===== config.mk =====
export PLATFORM = sky130hd
export DESIGN_NAME = dgf_group_former
export DESIGN_NICKNAME = d
export VERILOG_FILES = /design/src/rtl/dgf_pkg.sv /design/src/rtl/dgf_slot_fit.sv /design/src/rtl/dgf_idle_timer.sv /design/src/rtl/dgf_group_former.sv
export SDC_FILE = /design/constraint.sdc
export NUM_CORES = 1
export LEC_CHECK = 0
export BUFFER_PORTS_ARGS = -buffer_cell sky130_fd_sc_hd__buf_2
export CAP_MARGIN = 15
export CORE_MARGIN = 3
export CORE_UTILIZATION = 47
export DETAILED_ROUTE_END_ITERATION = 8
export MAX_ROUTING_LAYER = met4
export PLACE_DENSITY = 0.67
export SLEW_MARGIN = 10
export SYNTH_ARGS = -nofsm -noshare
export SYNTH_HDL_FRONTEND = slang
export SYNTH_SLANG_ARGS = --single-unit

===== constraint.sdc =====
create_clock -name clk_i -period 2.9 [get_ports clk_i]
set_clock_uncertainty 0.15 [all_clocks]
set_input_delay 0.29 -clock clk_i [delete_from_list [all_inputs] [get_ports clk_i]]
set_output_delay 0.29 -clock clk_i [all_outputs]
set_load 0.05 [all_outputs]

===== src/rtl/dgf_pkg.sv =====
package dgf_pkg;
  localparam int CLS_W = 3;
  localparam logic [CLS_W-1:0] CLS_PLAIN   = 3'd0;
  localparam logic [CLS_W-1:0] CLS_PAIR    = 3'd1;
  localparam logic [CLS_W-1:0] CLS_QUAD    = 3'd2;
  localparam logic [CLS_W-1:0] CLS_CR_WR   = 3'd3;
  localparam logic [CLS_W-1:0] CLS_CR_RD   = 3'd4;
  localparam logic [CLS_W-1:0] CLS_BRANCH  = 3'd5;
endpackage


===== src/rtl/dgf_slot_fit.sv =====
module dgf_slot_fit
  import dgf_pkg::*;
#(
  parameter int NB_SLOTS = 4,
  parameter int BR_SLOTS = 2,
  localparam int SLOTS = NB_SLOTS + BR_SLOTS,
  localparam int PW = $clog2(NB_SLOTS + 1),
  localparam int BW = $clog2(BR_SLOTS + 1)
) (
  input  logic [CLS_W-1:0] cls_i,
  input  logic [PW-1:0]    ptr_i,
  input  logic [BW-1:0]    brc_i,
  output logic [SLOTS-1:0] mask_o,
  output logic [PW-1:0]    ptr_o,
  output logic [BW-1:0]    brc_o
);
  logic empty;
  assign empty = (ptr_i == '0) && (brc_i == '0);

  always_comb begin
    mask_o = '0;
    ptr_o  = ptr_i;
    brc_o  = brc_i;
    unique case (cls_i)
      CLS_PAIR: if (empty) begin
        mask_o[1:0] = 2'b11;
        ptr_o       = PW'(2);
      end
      CLS_QUAD: if (empty) begin
        mask_o[NB_SLOTS-1:0] = '1;
        ptr_o                = PW'(NB_SLOTS);
      end
      CLS_CR_RD: if (empty) begin
        mask_o[0] = 1'b1;
        ptr_o     = PW'(1);
      end
      CLS_CR_WR: if (ptr_i < PW'(NB_SLOTS)) begin
        mask_o[NB_SLOTS-1] = 1'b1;
        ptr_o              = PW'(NB_SLOTS);
      end
      CLS_BRANCH: if (brc_i < BW'(BR_SLOTS)) begin
        mask_o[NB_SLOTS + int'(brc_i)] = 1'b1;
        brc_o                          = brc_i + BW'(1);
      end
      default: if (ptr_i < PW'(NB_SLOTS)) begin
        mask_o[ptr_i] = 1'b1;
        ptr_o         = ptr_i + PW'(1);
      end
    endcase
  end
endmodule


===== src/rtl/dgf_idle_timer.sv =====
module dgf_idle_timer #(
  parameter int TMO_W = 8
) (
  input  logic             clk_i,
  input  logic             rst_ni,
  input  logic             active_i,
  input  logic             busy_i,
  input  logic [TMO_W-1:0] limit_i,
  output logic             fire_o
);
  logic [TMO_W-1:0] cnt_q;

  always_ff @(posedge clk_i or negedge rst_ni) begin
    if (!rst_ni)                 cnt_q <= '0;
    else if (!active_i || busy_i) cnt_q <= '0;
    else if (cnt_q != limit_i)   cnt_q <= cnt_q + TMO_W'(1);
  end

  assign fire_o = active_i && !busy_i && (cnt_q == limit_i);
endmodule


===== src/rtl/dgf_group_former.sv =====
module dgf_group_former
  import dgf_pkg::*;
#(
  parameter int TAG_W    = 8,
  parameter int NB_SLOTS = 4,
  parameter int BR_SLOTS = 2,
  parameter int TMO_W    = 8,
  localparam int SLOTS = NB_SLOTS + BR_SLOTS,
  localparam int PW = $clog2(NB_SLOTS + 1),
  localparam int BW = $clog2(BR_SLOTS + 1)
) (
  input  logic                   clk_i,
  input  logic                   rst_ni,
  input  logic                   in_valid_i,
  output logic                   in_ready_o,
  input  logic [CLS_W-1:0]       in_cls_i,
  input  logic [TAG_W-1:0]       in_tag_i,
  input  logic [TMO_W-1:0]       tmo_limit_i,
  output logic                   grp_valid_o,
  input  logic                   grp_ready_i,
  output logic [SLOTS-1:0]       grp_slot_vld_o,
  output logic [SLOTS*TAG_W-1:0] grp_tag_o
);
  logic [SLOTS-1:0]             bld_vld_q, out_mask_q, mask_c, mask_n;
  logic [SLOTS-1:0][TAG_W-1:0]  bld_tag_q, out_tag_q, cur_tag, new_tag;
  logic [PW-1:0]                bld_ptr_q, ptr_c, ptr_n;
  logic [BW-1:0]                bld_brc_q, brc_c, brc_n;
  logic                         out_vld_q;
  logic                         bld_empty, fit_c, close_c, can_move, acc, tmo_fire;

  // placement into the open group, and into a fresh one when it does not fit
  dgf_slot_fit #(.NB_SLOTS(NB_SLOTS), .BR_SLOTS(BR_SLOTS)) u_fit_cur (
    .cls_i(in_cls_i), .ptr_i(bld_ptr_q), .brc_i(bld_brc_q),
    .mask_o(mask_c), .ptr_o(ptr_c), .brc_o(brc_c)
  );
  dgf_slot_fit #(.NB_SLOTS(NB_SLOTS), .BR_SLOTS(BR_SLOTS)) u_fit_new (
    .cls_i(in_cls_i), .ptr_i('0), .brc_i('0),
    .mask_o(mask_n), .ptr_o(ptr_n), .brc_o(brc_n)
  );

  dgf_idle_timer #(.TMO_W(TMO_W)) u_idle (
    .clk_i(clk_i), .rst_ni(rst_ni), .active_i(!bld_empty),
    .busy_i(in_valid_i), .limit_i(tmo_limit_i), .fire_o(tmo_fire)
  );

  for (genvar g = 0; g < SLOTS; g++) begin : g_slot
    assign cur_tag[g] = mask_c[g] ? in_tag_i : bld_tag_q[g];
    assign new_tag[g] = mask_n[g] ? in_tag_i : '0;
  end

  assign bld_empty  = (bld_ptr_q == '0) && (bld_brc_q == '0);
  assign fit_c      = |mask_c;
  assign close_c    = (in_cls_i == CLS_BRANCH) && (bld_brc_q == BW'(BR_SLOTS - 1));
  assign can_move   = !out_vld_q || grp_ready_i;
  assign in_ready_o = (fit_c && !close_c) || can_move;
  assign acc        = in_valid_i && in_ready_o;

  always_ff @(posedge clk_i or negedge rst_ni) begin
    if (!rst_ni) begin
      bld_vld_q  <= '0;
      bld_tag_q  <= '0;
      bld_ptr_q  <= '0;
      bld_brc_q  <= '0;
      out_vld_q  <= 1'b0;
      out_mask_q <= '0;
      out_tag_q  <= '0;
    end else begin
      if (out_vld_q && grp_ready_i) out_vld_q <= 1'b0;
      if (acc) begin
        if (fit_c && !close_c) begin
          bld_vld_q <= bld_vld_q | mask_c;
          bld_tag_q <= cur_tag;
          bld_ptr_q <= ptr_c;
          bld_brc_q <= brc_c;
        end else if (fit_c) begin
          // closing branch: group leaves together with it
          out_vld_q  <= 1'b1;
          out_mask_q <= bld_vld_q | mask_c;
          out_tag_q  <= cur_tag;
          bld_vld_q  <= '0;
          bld_ptr_q  <= '0;
          bld_brc_q  <= '0;
        end else begin
          // no room: ship open group, instruction opens the next one
          out_vld_q  <= 1'b1;
          out_mask_q <= bld_vld_q;
          out_tag_q  <= bld_tag_q;
          bld_vld_q  <= mask_n;
          bld_tag_q  <= new_tag;
          bld_ptr_q  <= ptr_n;
          bld_brc_q  <= brc_n;
        end
      end else if (tmo_fire && can_move) begin
        out_vld_q  <= 1'b1;
        out_mask_q <= bld_vld_q;
        out_tag_q  <= bld_tag_q;
        bld_vld_q  <= '0;
        bld_ptr_q  <= '0;
        bld_brc_q  <= '0;
      end
    end
  end

  assign grp_valid_o    = out_vld_q;
  assign grp_slot_vld_o = out_mask_q;
  assign grp_tag_o      = out_tag_q;
endmodule


Yosys cells after proc, flatten, opt, wreduce, memory -nomap -nowiden. Index checks and enable logic that the tools add are counted.

Register bits: 122. Input port bits: 23. Output and inout port bits: 56. Logic and storage cells: 149.

Add/subtract/negate cells: 4. Magnitude comparators: 6. Equal/unequal tests: 18. Muxes and demuxes: 69. Bitwise gates (word level): 1. Reduce and logical (&&, ||, !) cells: 33.

Operators with widths (number): $mux 48 (6); $mux 8 (14); $mux 6 (10); $ge 32x1->1 const B (1); $lt 32x5->1 const B (1); $mux 3 (9); $pmux 3 s5 (1); $mux 2 (7); $mux 1 (13); $ne 4x4->1 const B (3); $logic_and 1x1->1 (10); $reduce_or 2->1 (5); $pmux 3 s3 (1); $add 8x1->8 const B (1); $eq 8x8->1 (1); $ne 8x8->1 (1); $pmux 1 s4 (2); $reduce_and 7->1 (1); $demux 1 s3 (2); $eq 3x2->1 const B (2); $eq 3x3->1 const B (2); $ne 3x3->1 const B (2); $ne 6x2->1 const B (1); $or 6x6->6 (1); 27 further kinds (34).

Logic depth before layout (Yosys ltp).
Depth in word-level cells: 13. Depth in mapped cells: 10. Gate-level depth less buffers: 8.

By module. Synthesis repeated with hierarchy kept, for this count alone.

Cell total of the unflattened synthesis: 675. Area total of the unflattened synthesis: 6809.0 um^2.

By module, submodules not included: dgf_group_former (times used 1, cells an instance 493, area each 5444.0 um^2, sequential area each 2852.7 um^2); dgf_idle_timer (times used 1, cells an instance 64, area each 575.6 um^2, sequential area each 200.2 um^2); dgf_slot_fit (u_fit_cur) (times used 1, cells an instance 58, area each 414.1 um^2, sequential area each 0.0 um^2); dgf_slot_fit (u_fit_new) (times used 1, cells an instance 60, area each 375.4 um^2, sequential area each 0.0 um^2).

Least setup slack after synthesis. No wires, ideal clock.

Path type: register -> register. Start point: register bld_ptr_q[0]. End point: register bld_tag_q[0] in the netlist's numbering. Setup time: 66 ps. Data arrival time: 2071 ps. Required time: 2684 ps. Slack: 613 ps. Stages on the path, launching flop included: 11. Buffers on the path: 2. Clock period less this slack: 2287 ps. Cell sequence: dfrtp_1 inv_1 ha_1 and2_1 a211o_1 nand3_1 a21o_1 buf_2 and2_1 clkbuf_1 a22o_1.

Word-level cells in the longest chain between the ends: 11. Elaborated cells between the ends (all ways): 26. Those cells by class: order compare: 3; eq/ne: 1; mux: 14; reduce/logical: 8.

RTL lines: start: declaration (RTL line dgf_group_former.sv:26) `logic [PW-1:0] bld_ptr_q, ptr_c, ptr_n;`; start signal: assignment (RTL line dgf_group_former.sv:73) `bld_ptr_q <= ptr_c;`; start signal: assignment (RTL line dgf_group_former.sv:90) `bld_ptr_q <= ptr_n;`; $lt 3x4->1 (implied by the code) or $ge 3x1->1 (tied branches) (RTL line dgf_slot_fit.sv:46) `mask_o[ptr_i] = 1'b1;`; $logic_and 1x1->1 (implied by the code) (RTL line dgf_slot_fit.sv:46); $mux 1 (implied by the code) (RTL line dgf_slot_fit.sv:46); $demux 1 s3; $mux 6 (RTL line dgf_slot_fit.sv:45) `default: if (ptr_i < PW'(NB_SLOTS)) begin`; $pmux 1 s5, or another cell as far along (RTL line dgf_slot_fit.sv:24) `unique case (cls_i)`; $reduce_or 6->1 (RTL line dgf_group_former.sv:52) `assign fit_c = |mask_c;`; $logic_and 1x1->1 (RTL line dgf_group_former.sv:55, dgf_group_former.sv:70); $logic_or 1x1->1 (RTL line dgf_group_former.sv:55) `assign in_ready_o = (fit_c && !close_c) || can_move;`; $logic_and 1x1->1 (RTL line dgf_group_former.sv:56) `assign acc = in_valid_i && in_ready_o;`; $reduce_and 2->1 (no source line); end signal: assignment (RTL line dgf_group_former.sv:72) `bld_tag_q <= cur_tag;`; end signal: assignment (RTL line dgf_group_former.sv:89) `bld_tag_q <= new_tag;`; end: declaration (RTL line dgf_group_former.sv:25) `logic [SLOTS-1:0][TAG_W-1:0] bld_tag_q, out_tag_q, cur_tag, new_tag;`.

Several ways; a longest one is shown, not always the timed one. A chain may end at the register's enable or synchronous reset.

Worst setup path in the final report.
Start point: register bld_ptr_q[0]. End point: output in_ready_o.

Word-level cells in the longest chain between the ends: 9. Elaborated cells between the ends (all ways): 21. Those cells by class: order compare: 3; mux: 12; reduce/logical: 6.

RTL lines: $lt 3x4->1 (implied by the code) or $ge 3x1->1 (tied branches) (RTL line dgf_slot_fit.sv:46); $logic_and 1x1->1 (implied by the code) (RTL line dgf_slot_fit.sv:46); $mux 1 (implied by the code) (RTL line dgf_slot_fit.sv:46); $demux 1 s3; $mux 6 (RTL line dgf_slot_fit.sv:45); $pmux 1 s5, or another cell as far along (RTL line dgf_slot_fit.sv:24); $reduce_or 6->1 (*) (RTL line dgf_group_former.sv:52); $logic_and 1x1->1 (*) (RTL line dgf_group_former.sv:55); $logic_or 1x1->1 (*) (RTL line dgf_group_former.sv:55); end: declaration (RTL line dgf_group_former.sv:15) `output logic in_ready_o,`.

Mark *: on every way between the ends. The rest lies on a longest branch, timed or not.

==> qor.yml <==
hold_path:
  hold_path_depth: 3
  min_path_type: "input pin to flip-flop"
worst_setup_path:
  cpPeakStageDelay_ns: 0.45
  worstPathRequired_ns: 2.46
  cp_num_cells: 7
  start_kind: "flip-flop"
  critPathTopFamily: "flip-flops"
  reg2regPathDepth: 8
  path_cells: "inv_1 > ha_1 > nand2_1 > a31oi_4 > a21oi_2 > nand2_1 > buf_2"
  worstSetupEndpointType: "output port"
  path_class: "flip-flop to output port"
  critPathMaxFanout: 7
  path_buf_inv: 2
  cp_common_cell: "nand2_1"
  critPathArrivalTime_ns: 2.16
  crit_slowest_cell: "dfrtp_1"
global_route:
  grt-ovfl-total: 0
  grt_pass1_wl_mm: 22.9
  gr-usage-all-layers_pct: 21.0
  antenna_found_initial: 0
  grt_max_degree: 80
  grt_pass1_vias: 4278
clock_tree:
  clk_pin_slew_worst_paths_ns: 0.06
  root_buffer: "clkbuf_16"
  clk_latency_ns: 0.40
  tritoncts: "built"
  clkSinkCount: 122
  numCtsBuffers: 17
  post-cts-setup-buffers: 0
  cts_buffer_depth: 2
  htreeDepth: 4
cells_and_area:
  diodes: 0
  area_delta_synth_final_pct: 18.4
  final_util_pct: 57.4
  fill_cells: 1058
  layout_common_cells: "122 x dfrtp_1, 77 x buf_2, 61 x nor2_1"
  multi_input_area_um2: 2530
  layout_commonest_cell: "dfrtp_1"
  layout-drive-gt1-share_pct: 24.2
  seqCellArea_um2: 3050
  instances_no_fill: 808
  layout.nets: 657
  finish.instance_area_um2: 6990
logic_synthesis:
  synth_top_area_share_pct: 51.7
  ys_seq_elements: 122
  async_reset_ff_share_pct: 100
  yosysWarnings: 0
  synth_area_leaders: "dfrtp_1 52%, mux2i_1 7.1%, a22o_1 5.9%, nor2_1 3.9%, a21oi_1 3.7%"
  syn_avg_cell_area_um2: 10.5
  syn-instance-count: 560
  syn_area_um2: 5900
  synth_top_cell_by_area: "dfrtp_1"
  ys_types: 54
  ys_seq_area_share_pct: 51.7
  synth_edf_count: 0
  synth_top_flop_cell: "dfrtp_1"
  synth.net_count: 590
place:
  dpl.hpwl_mm: 9.36
  place_ws_ns: 0.174
  port_buffers: 78
  dp_cells: 775
  place_congestion: 0.931
  place_area_um2: 6360
power:
  p_per_area_nw_per_um2: 1260
  irDropWorstVdd_uv: 725
  power_mw: 8.80
  leakage_nw: 3.27
sta:
  setup_viol: 0
  hold_viol: 0
  holdWs_ns: 0.118
  max_freq_ghz: 0.385
  finalMaxSlewViolations: 0
  min_period_ns: 2.60
  fin_ws_ns: 0.300
  worst_pin_slew_ns: 0.625
  min_period_over_period_pct: 89.7
  slew_headroom_pct: 58.2
  rsz0062_at_grt: "no"
  timing.setup.tns_ns: 0
routing:
  viasPerCell: 5.48
  antenna_left: 0
  avgRoutedWirePerCell_um: 17.2
  dr.first_iter.drc_count: 314
  routed_wl_mm: 13.9
  drtPass1Iterations: 7
  drc: 0
  vias: 4428
flow_run:
  cap_violations: 0
status:
  status: "finished clean"
die:
  num_rows: 40
  ios: 79
  dieArea_um2: 13900
  start_util_pct: 48.5
  dieHeight_um: 118
  die_w_um: 118
  core_um2: 12200
==> synthesized netlist by cell type (all sizes together) (7+ instances only) <==
library cell,count
a21oi,59
buf,29
nand2,31
dfrtp,122
nor2,71
xor2,14
a22o,40
clkbuf,13
o31ai,10
nand2b,11
o21ai,19
ha,7
inv,22
mux2i,42
==> worst min-delay path: stages <==
cell	delay [ns]
buf_2	0.19
nand2_1	0.08
o21ai_0	0.07
==> path summary, 6_finish.rpt <==
path                                      startpoint                     endpoint  slack, ns
setup / recovery            bld_ptr_q[0]$_DFFE_PN0P_                   in_ready_o       0.30
hold / removal                           in_tag_i[4]    bld_tag_q[44]$_DFFE_PN0P_       0.12
setup reg to reg            bld_ptr_q[0]$_DFFE_PN0P_    bld_tag_q[38]$_DFFE_PN0P_       0.31
hold reg to reg            grp_tag_o[23]$_DFFE_PN0P_    grp_tag_o[23]$_DFFE_PN0P_       0.33
max in group asynchronous                     rst_ni    grp_tag_o[38]$_DFFE_PN0P_       1.50
min in group asynchronous                     rst_ni  u_idle.cnt_q[4]$_DFFE_PN0P_       0.28
==> timing repair <==
action / 4_1_cts / 5_1_grt
endpoints found under the hold margin: 43 / 0
hold buffers: 1 / 0
gates resized for setup: 0 / 4
setup endpoints to repair: 0 / 10
==> power breakdown <==
part / internal (mW) / leakage, nW / switching [mW] / total (mW)
sequential: 2.41 / 1.53 / 0.443 / 2.85
combinational: 1.14 / 1.45 / 2.70 / 3.84
clock: 1.31 / 0.289 / 0.805 / 2.11
==> flip-flops by register name, summed over array words and instances, names as in the netlist <==
register / count
bld_brc_q: 2
bld_ptr_q: 3
bld_tag_q: 48
bld_vld_q: 6
grp_slot_vld_o: 6
grp_tag_o: 48
grp_valid_o: 1
u_idle.cnt_q: 8
==> metal layers <==
metal / wire, um / GRT usage (%) / vias to the layer above
met5: 0 / - / -
met4: 397 / 8.94 / 0
met3: 724 / 3.94 / 26
met2: 6270 / 29.7 / 143
met1: 6490 / 29.8 / 2146
li1: - / - / 2113
==> logic make-up after synthesis <==
kind of cell	Yosys count	synth area share (%)
xor+xnor	17	2.52
flops	122	51.7
simple gates	146	11.8
buf+inv	64	5.81
fa+ha+maj	7	1.48
compound gates	162	19.5
mux	42	7.12
==> layout make-up <==
class                   instances  area share (%)
clock buffers                  18            6.29
inverters                      22            1.18
clock inverters                14            2.27
multi-input cells             374            36.2
well taps                     168            3.01
repair buffers                 90            7.31
flip-flops and latches        122            43.7
Note: power is estimated with default switching activity, not from simulation.
